===== src/rtl/vlan_cmd_pkg.sv =====
package vlan_cmd_pkg;
  localparam int VID_W  = 12;
  localparam int MASK_W = 10;
  localparam int PORT_W = 4;
  localparam int OP_W   = 3;
  localparam int PRIO_W = 3;
  localparam int REG_W  = 32;

  // field positions of the command word
  localparam int CMD_OP_LSB   = 0;
  localparam int CMD_ACT_BIT  = 3;
  localparam int CMD_FULL_BIT = 4;
  localparam int CMD_PORT_LSB = 8;
  localparam int CMD_VID_LSB  = 16;
  localparam int CMD_PRIO_LSB = 28;
  localparam int CMD_PEN_BIT  = 31;
  // field positions of the data word
  localparam int DAT_MASK_LSB  = 0;
  localparam int DAT_VALID_BIT = 11;

  typedef enum logic [OP_W-1:0] {
    OP_NOP    = 3'd0,
    OP_FLUSH  = 3'd1,
    OP_LOAD   = 3'd2,
    OP_PURGE  = 3'd3,
    OP_RMPORT = 3'd4
  } vop_e;

  typedef enum logic [1:0] {
    PH_IDLE   = 2'd0,
    PH_SCAN   = 2'd1,
    PH_COMMIT = 2'd2
  } phase_e;

  typedef struct packed {
    logic              valid;
    logic [VID_W-1:0]  vid;
    logic [MASK_W-1:0] mask;
  } ventry_t;
endpackage


===== src/rtl/vlan_table_store.sv =====
module vlan_table_store
  import vlan_cmd_pkg::*;
#(
  parameter int NUM_ENTRIES = 16,
  localparam int IDX_W = $clog2(NUM_ENTRIES)
) (
  input  logic                   clk,
  input  logic                   rst_n,
  input  logic                   wr_en,
  input  logic [IDX_W-1:0]       wr_idx,
  input  ventry_t                wr_entry,
  input  logic [IDX_W-1:0]       rd_idx,
  output ventry_t                rd_entry,
  input  logic [VID_W-1:0]       lk_vid,
  output logic                   lk_hit,
  output logic [MASK_W-1:0]      lk_mask,
  output logic [NUM_ENTRIES-1:0] valid_vec,
  output logic [NUM_ENTRIES-1:0] hit_vec
);
  ventry_t ent_arr [NUM_ENTRIES];

  for (genvar g = 0; g < NUM_ENTRIES; g++) begin : g_ent
    ventry_t ent_q;
    logic    ent_we;

    assign ent_we = wr_en && (wr_idx == IDX_W'(g));

    always_ff @(posedge clk or negedge rst_n) begin
      if (!rst_n) begin
        ent_q <= '0;
      end else if (ent_we) begin
        ent_q <= wr_entry;
      end
    end

    assign ent_arr[g]   = ent_q;
    assign valid_vec[g] = ent_q.valid;
    assign hit_vec[g]   = ent_q.valid && (ent_q.vid == lk_vid);
  end

  assign rd_entry = ent_arr[rd_idx];

  // lowest matching index wins
  always_comb begin
    lk_hit  = 1'b0;
    lk_mask = '0;
    for (int i = NUM_ENTRIES - 1; i >= 0; i--) begin
      if (hit_vec[i]) begin
        lk_hit  = 1'b1;
        lk_mask = ent_arr[i].mask;
      end
    end
  end
endmodule


===== src/rtl/vlan_cmd_seq.sv =====
module vlan_cmd_seq
  import vlan_cmd_pkg::*;
#(
  parameter int NUM_ENTRIES = 16,
  localparam int IDX_W = $clog2(NUM_ENTRIES)
) (
  input  logic              clk,
  input  logic              rst_n,
  input  logic              start,
  input  logic [OP_W-1:0]   op,
  input  logic [VID_W-1:0]  cmd_vid,
  input  logic [PORT_W-1:0] cmd_port,
  input  logic [MASK_W-1:0] dat_mask,
  input  logic              dat_valid,
  input  ventry_t           rd_entry,
  output logic [IDX_W-1:0]  rd_idx,
  output logic              wr_en,
  output logic [IDX_W-1:0]  wr_idx,
  output ventry_t           wr_entry,
  output logic              busy,
  output logic              full_set
);
  localparam logic [IDX_W-1:0] LAST_IDX = IDX_W'(NUM_ENTRIES - 1);

  phase_e            phase_q, phase_d;
  logic [IDX_W-1:0]  idx_q, idx_d;
  logic              mfound_q, mfound_d;
  logic [IDX_W-1:0]  midx_q, midx_d;
  logic              ffound_q, ffound_d;
  logic [IDX_W-1:0]  fidx_q, fidx_d;
  logic              cur_hit;
  logic [MASK_W-1:0] clr_mask;

  assign cur_hit  = rd_entry.valid && (rd_entry.vid == cmd_vid);
  assign clr_mask = (32'(cmd_port) < MASK_W) ? (MASK_W'(1) << cmd_port) : '0;
  assign rd_idx   = idx_q;
  assign busy     = (phase_q != PH_IDLE);

  always_comb begin
    phase_d  = phase_q;
    idx_d    = idx_q;
    mfound_d = mfound_q;
    midx_d   = midx_q;
    ffound_d = ffound_q;
    fidx_d   = fidx_q;
    wr_en    = 1'b0;
    wr_idx   = idx_q;
    wr_entry = rd_entry;
    full_set = 1'b0;

    case (phase_q)
      PH_IDLE: begin
        if (start) begin
          phase_d  = PH_SCAN;
          idx_d    = '0;
          mfound_d = 1'b0;
          ffound_d = 1'b0;
        end
      end
      PH_SCAN: begin
        case (op)
          OP_FLUSH: begin
            wr_en          = 1'b1;
            wr_entry.valid = 1'b0;
          end
          OP_PURGE: begin
            wr_en          = cur_hit;
            wr_entry.valid = 1'b0;
          end
          OP_RMPORT: begin
            wr_en         = rd_entry.valid;
            wr_entry.mask = rd_entry.mask & ~clr_mask;
          end
          OP_LOAD: begin
            if (cur_hit && !mfound_q) begin
              mfound_d = 1'b1;
              midx_d   = idx_q;
            end
            if (!rd_entry.valid && !ffound_q) begin
              ffound_d = 1'b1;
              fidx_d   = idx_q;
            end
          end
          default: ;
        endcase
        if (idx_q == LAST_IDX) begin
          phase_d = (op == OP_LOAD) ? PH_COMMIT : PH_IDLE;
        end else begin
          idx_d = idx_q + 1'b1;
        end
      end
      PH_COMMIT: begin
        phase_d        = PH_IDLE;
        wr_entry.valid = dat_valid;
        wr_entry.vid   = cmd_vid;
        wr_entry.mask  = dat_mask;
        if (mfound_q) begin
          wr_en  = 1'b1;
          wr_idx = midx_q;
        end else if (dat_valid && ffound_q) begin
          wr_en  = 1'b1;
          wr_idx = fidx_q;
        end else if (dat_valid) begin
          full_set = 1'b1;
        end
      end
      default: phase_d = PH_IDLE;
    endcase
  end

  always_ff @(posedge clk or negedge rst_n) begin
    if (!rst_n) begin
      phase_q  <= PH_IDLE;
      idx_q    <= '0;
      mfound_q <= 1'b0;
      midx_q   <= '0;
      ffound_q <= 1'b0;
      fidx_q   <= '0;
    end else begin
      phase_q  <= phase_d;
      idx_q    <= idx_d;
      mfound_q <= mfound_d;
      midx_q   <= midx_d;
      ffound_q <= ffound_d;
      fidx_q   <= fidx_d;
    end
  end
endmodule


===== src/rtl/vlan_cmd_regs.sv =====
module vlan_cmd_regs
  import vlan_cmd_pkg::*;
(
  input  logic              clk,
  input  logic              rst_n,
  input  logic              reg_wr,
  input  logic              reg_sel,
  input  logic [REG_W-1:0]  reg_wdata,
  output logic [REG_W-1:0]  reg_rdata,
  input  logic              busy,
  input  logic              full_set,
  output logic              start,
  output logic [OP_W-1:0]   op_q,
  output logic [VID_W-1:0]  vid_q,
  output logic [PORT_W-1:0] port_q,
  output logic [MASK_W-1:0] dmask_q,
  output logic              dvalid_q,
  output logic              full_q
);
  logic [PRIO_W-1:0] prio_q;
  logic              pen_q;
  logic              cmd_we, data_we, full_d;
  logic [REG_W-1:0]  cmd_word, data_word;

  assign cmd_we  = reg_wr && !reg_sel && reg_wdata[CMD_ACT_BIT] && !busy;
  assign data_we = reg_wr && reg_sel && !busy;
  assign start   = cmd_we;

  always_comb begin
    full_d = full_q;
    if (cmd_we) begin
      full_d = 1'b0;
    end else if (full_set) begin
      full_d = 1'b1;
    end
  end

  always_ff @(posedge clk or negedge rst_n) begin
    if (!rst_n) begin
      op_q     <= '0;
      vid_q    <= '0;
      port_q   <= '0;
      prio_q   <= '0;
      pen_q    <= 1'b0;
      dmask_q  <= '0;
      dvalid_q <= 1'b0;
      full_q   <= 1'b0;
    end else begin
      if (cmd_we) begin
        op_q   <= reg_wdata[CMD_OP_LSB +: OP_W];
        vid_q  <= reg_wdata[CMD_VID_LSB +: VID_W];
        port_q <= reg_wdata[CMD_PORT_LSB +: PORT_W];
        prio_q <= reg_wdata[CMD_PRIO_LSB +: PRIO_W];
        pen_q  <= reg_wdata[CMD_PEN_BIT];
      end
      if (data_we) begin
        dmask_q  <= reg_wdata[DAT_MASK_LSB +: MASK_W];
        dvalid_q <= reg_wdata[DAT_VALID_BIT];
      end
      full_q <= full_d;
    end
  end

  always_comb begin
    cmd_word = '0;
    cmd_word[CMD_OP_LSB +: OP_W]     = op_q;
    cmd_word[CMD_ACT_BIT]            = busy;
    cmd_word[CMD_FULL_BIT]           = full_q;
    cmd_word[CMD_PORT_LSB +: PORT_W] = port_q;
    cmd_word[CMD_VID_LSB +: VID_W]   = vid_q;
    cmd_word[CMD_PRIO_LSB +: PRIO_W] = prio_q;
    cmd_word[CMD_PEN_BIT]            = pen_q;

    data_word = '0;
    data_word[DAT_MASK_LSB +: MASK_W] = dmask_q;
    data_word[DAT_VALID_BIT]          = dvalid_q;

    reg_rdata = reg_sel ? data_word : cmd_word;
  end
endmodule


===== src/rtl/vlan_cmd_engine.sv =====
module vlan_cmd_engine
  import vlan_cmd_pkg::*;
#(
  parameter int NUM_ENTRIES = 16
) (
  input  logic              clk,
  input  logic              rst_n,
  input  logic              reg_wr,
  input  logic              reg_sel,
  input  logic [REG_W-1:0]  reg_wdata,
  output logic [REG_W-1:0]  reg_rdata,
  input  logic [VID_W-1:0]  lk_vid,
  output logic              lk_hit,
  output logic [MASK_W-1:0] lk_mask
);
  localparam int IDX_W = $clog2(NUM_ENTRIES);

  logic [1:0]             rst_sync_q;
  logic                   rst_sync_n;
  logic                   start, busy, full_set, full_q;
  logic [OP_W-1:0]        op_q;
  logic [VID_W-1:0]       vid_q;
  logic [PORT_W-1:0]      port_q;
  logic [MASK_W-1:0]      dmask_q;
  logic                   dvalid_q;
  logic [IDX_W-1:0]       rd_idx, wr_idx;
  logic                   wr_en;
  ventry_t                rd_entry, wr_entry;
  logic [NUM_ENTRIES-1:0] valid_vec, hit_vec;

  always_ff @(posedge clk or negedge rst_n) begin
    if (!rst_n) begin
      rst_sync_q <= 2'b00;
    end else begin
      rst_sync_q <= {rst_sync_q[0], 1'b1};
    end
  end
  assign rst_sync_n = rst_sync_q[1];

  vlan_cmd_regs u_regs (
    .clk      (clk),
    .rst_n    (rst_sync_n),
    .reg_wr   (reg_wr),
    .reg_sel  (reg_sel),
    .reg_wdata(reg_wdata),
    .reg_rdata(reg_rdata),
    .busy     (busy),
    .full_set (full_set),
    .start    (start),
    .op_q     (op_q),
    .vid_q    (vid_q),
    .port_q   (port_q),
    .dmask_q  (dmask_q),
    .dvalid_q (dvalid_q),
    .full_q   (full_q)
  );

  vlan_cmd_seq #(.NUM_ENTRIES(NUM_ENTRIES)) u_seq (
    .clk      (clk),
    .rst_n    (rst_sync_n),
    .start    (start),
    .op       (op_q),
    .cmd_vid  (vid_q),
    .cmd_port (port_q),
    .dat_mask (dmask_q),
    .dat_valid(dvalid_q),
    .rd_entry (rd_entry),
    .rd_idx   (rd_idx),
    .wr_en    (wr_en),
    .wr_idx   (wr_idx),
    .wr_entry (wr_entry),
    .busy     (busy),
    .full_set (full_set)
  );

  vlan_table_store #(.NUM_ENTRIES(NUM_ENTRIES)) u_table (
    .clk      (clk),
    .rst_n    (rst_sync_n),
    .wr_en    (wr_en),
    .wr_idx   (wr_idx),
    .wr_entry (wr_entry),
    .rd_idx   (rd_idx),
    .rd_entry (rd_entry),
    .lk_vid   (lk_vid),
    .lk_hit   (lk_hit),
    .lk_mask  (lk_mask),
    .valid_vec(valid_vec),
    .hit_vec  (hit_vec)
  );
endmodule


===== config.mk =====
export PLATFORM = sky130hd
export DESIGN_NAME = vlan_cmd_engine
export DESIGN_NICKNAME = d
export VERILOG_FILES = /design/src/rtl/vlan_cmd_pkg.sv /design/src/rtl/vlan_table_store.sv /design/src/rtl/vlan_cmd_seq.sv /design/src/rtl/vlan_cmd_regs.sv /design/src/rtl/vlan_cmd_engine.sv
export SDC_FILE = /design/constraint.sdc
export NUM_CORES = 1
export LEC_CHECK = 0
export ABC_AREA = 1
export BUFFER_PORTS_ARGS = -buffer_cell sky130_fd_sc_hd__buf_2
export CAP_MARGIN = 25
export CORE_ASPECT_RATIO = 1.2
export CORE_UTILIZATION = 55
export DETAILED_ROUTE_END_ITERATION = 7
export PLACE_DENSITY = 0.72
export SLEW_MARGIN = 15
export SYNTH_ARGS = -nofsm -noshare
export SYNTH_HDL_FRONTEND = slang
export SYNTH_HIERARCHICAL = 1
export SYNTH_SLANG_ARGS = --single-unit

===== constraint.sdc =====
create_clock -name clk -period 27.8 [get_ports clk]
set_input_delay 2.78 -clock clk [delete_from_list [all_inputs] [get_ports clk]]
set_output_delay 2.78 -clock clk [all_outputs]
set_load 0.1 [all_outputs]

==> flow_summary.ini <==
[clocking]
numClockSinks = 421
clock_latency_ps = 600
clk_pin_slew_ps = 60
cts_resized = 0
ctsHtreeMaxLevel = 2
numCtsBuffers = 45
cts-root-buf = clkbuf_16
cts_tree = yes
ctsHoldBuffers = 0
cts_buffer_depth = 3
postCtsSetupBuffers = 0

[timing]
period_needed_ps = 10000
min_period_over_period_pct = 36.0
fmax_mhz = 100
clock_skew_ps = 30.3
final-hold-violation-count = 0
rsz0062_at_grt = false
report.final.slew_viol_count = 0
worstMarginPinSlew_ps = 1060
setup_viol = 0
tns_ps = 0
max_slew_margin_pct = 29.4

[power_and_ir_drop]
p_sw_share_pct = 48.6
intPower_mw = 1.38
total_power_mw = 2.68
combinationalPowerShare_pct = 43.8
power_density_nw_per_um2 = 99.8
pwr-share-clk_pct = 23.8
seqPwrFrac_pct = 32.4
leakagePower_nw = 12.5
ir_drop_mv = 0.103
netSwitchingPower_mw = 1.30

[global_route]
met3_usage_pct = 5.97
met1_usage_pct = 48.8
busiest_layer = met2
grt_pass1_vias = 22000
grt_pass1_wl_um = 126000
use_met2_pct = 54.3
globalRouteOverflowTotal = 0
grt_usage_pct = 35.3
grt_max_degree = 199
antenna_found_initial = 0

[critical_path]
cpMostUsedCell = nand2_1
critPathMaxStageDelay_ps = 530
crit_path_start_kind = input port
worst_path_max_delay_cell = nor2_2
cp_top_family = simple AND/OR/NAND/NOR gates
crit_fanout = 15
cp.arrival_ps = 7220
cp.required_ps = 25020
crit_type = in -> out
cp_num_buf_inv = 3
end_kind = primary output

[die]
die_w_um = 197
die_h_um = 236
dieArea_um2 = 46300
std_cell_rows = 85
start_util_pct = 55.7
core_area_um2 = 44900
io_pins = 91

[final_layout]
layout_common_cells = nand2_1, o21ai_0, dfrtp_1, inv_1, a21oi_1
final_cells = 4046
syn_to_final_growth_pct = 7.36
fillers = 4215
nets = 3455
antenna_cells = 0
drive_gt1_share_pct = 7.45
layout_commonest_cell = nand2_1

[placed_design]
dp_hpwl_um = 52700
placedCellCount = 3962
portBuffers = 82
gp_congestion = 0.963

[drt]
drt_pass1_iterations = 7
dr.first_iter.drc_count = 2947
wire_per_inst_um = 20.2
wl_um = 81700
viasPerCell = 5.93
vias = 24000
antenna_left = 0
drc = 0

[logic_synthesis]
syn_area_per_cell_um2 = 7.18
synth_area_um2 = 25000
synthCells = 3485
synth_warnings = 6

[status]
run_status = finished, final reports clean

[run]
drv_cap = 0

[hold_path]
hp-class = reg -> reg
[worst paths after layout]
kind / startpoint / slack, ps / cells after the start / end
worst min-delay path: rst_sync_q[0] / 350 / 0 / rst_sync_q[1]
worst max register to register: u_seq/rd_idx[0] / 21970 / 19 / u_table/ent_arr[172]
min in group asynchronous: rst_sync_q[1] / 360 / 0 / u_table/ent_arr[85]
worst min register to register: rst_sync_q[0] / 350 / 0 / rst_sync_q[1]
max in group asynchronous: rst_n / 25730 / 1 / rst_sync_q[1]
worst max-delay path: lk_vid[4] / 17800 / 32 / lk_mask[3]
[power by group through the flow]
| stage | clock network, mW | logic (mW) | registers (mW) |
|---|---|---|---|
| final | 0.637 | 1.17 | 0.868 |
| after global routing | 0.669 | 1.25 | 0.886 |
| after CTS | 0.645 | 1.13 | 0.864 |
| after detailed placement | 0 | 1.13 | 0.873 |
| after global placement | 0 | 1.11 | 0.867 |
| after floorplan | 0 | 0.775 | 0.831 |
[registers in the layout, summed over array words and instances (netlist names), 3 cells and up]
name and flops:
u_table/ent_arr 352, u_table/valid_vec 16, u_regs/vid_q 12, u_regs/dmask_q 10, u_regs/port_q 4, u_seq/fidx_q 4
u_seq/midx_q 4, u_seq/rd_idx 4, u_regs/op_q 3, u_regs/prio_q 3
[final cells by class]
class	count	area, um^2	area share [%]
Multi-Input combinational cell	2442	11800	44.0
Sequential cell	421	10500	39.3
Inverter	373	1400	5.22
Clock buffer	65	1360	5.08
Tap cell	609	762	2.84
Timing Repair Buffer	119	753	2.81
Clock inverter	17	195	0.727
[per-layer routing]
layer | part of all wire, % | routed length, um | vias up
met1 | 41 | 33200 | 11300
li1 | - | - | 11100
met5 | 0 | 0 | -
met2 | 45 | 36400 | 1312
met3 | 10 | 8190 | 248
met4 | 4.7 | 3850 | 0
[per-stage QoR]
stage,util (%),setup WS [ps],hold slack (ps),instance area (um^2)
after floorplan,-,15200,331,25000
after global placement,56.2,17980,338,25200
after detailed placement,56.2,17950,336,25200
after CTS,59.7,17940,352,26800
after global routing,59.8,17480,370,26800
final,59.8,17800,349,26800
Note: power is estimated with default switching activity, not from simulation.
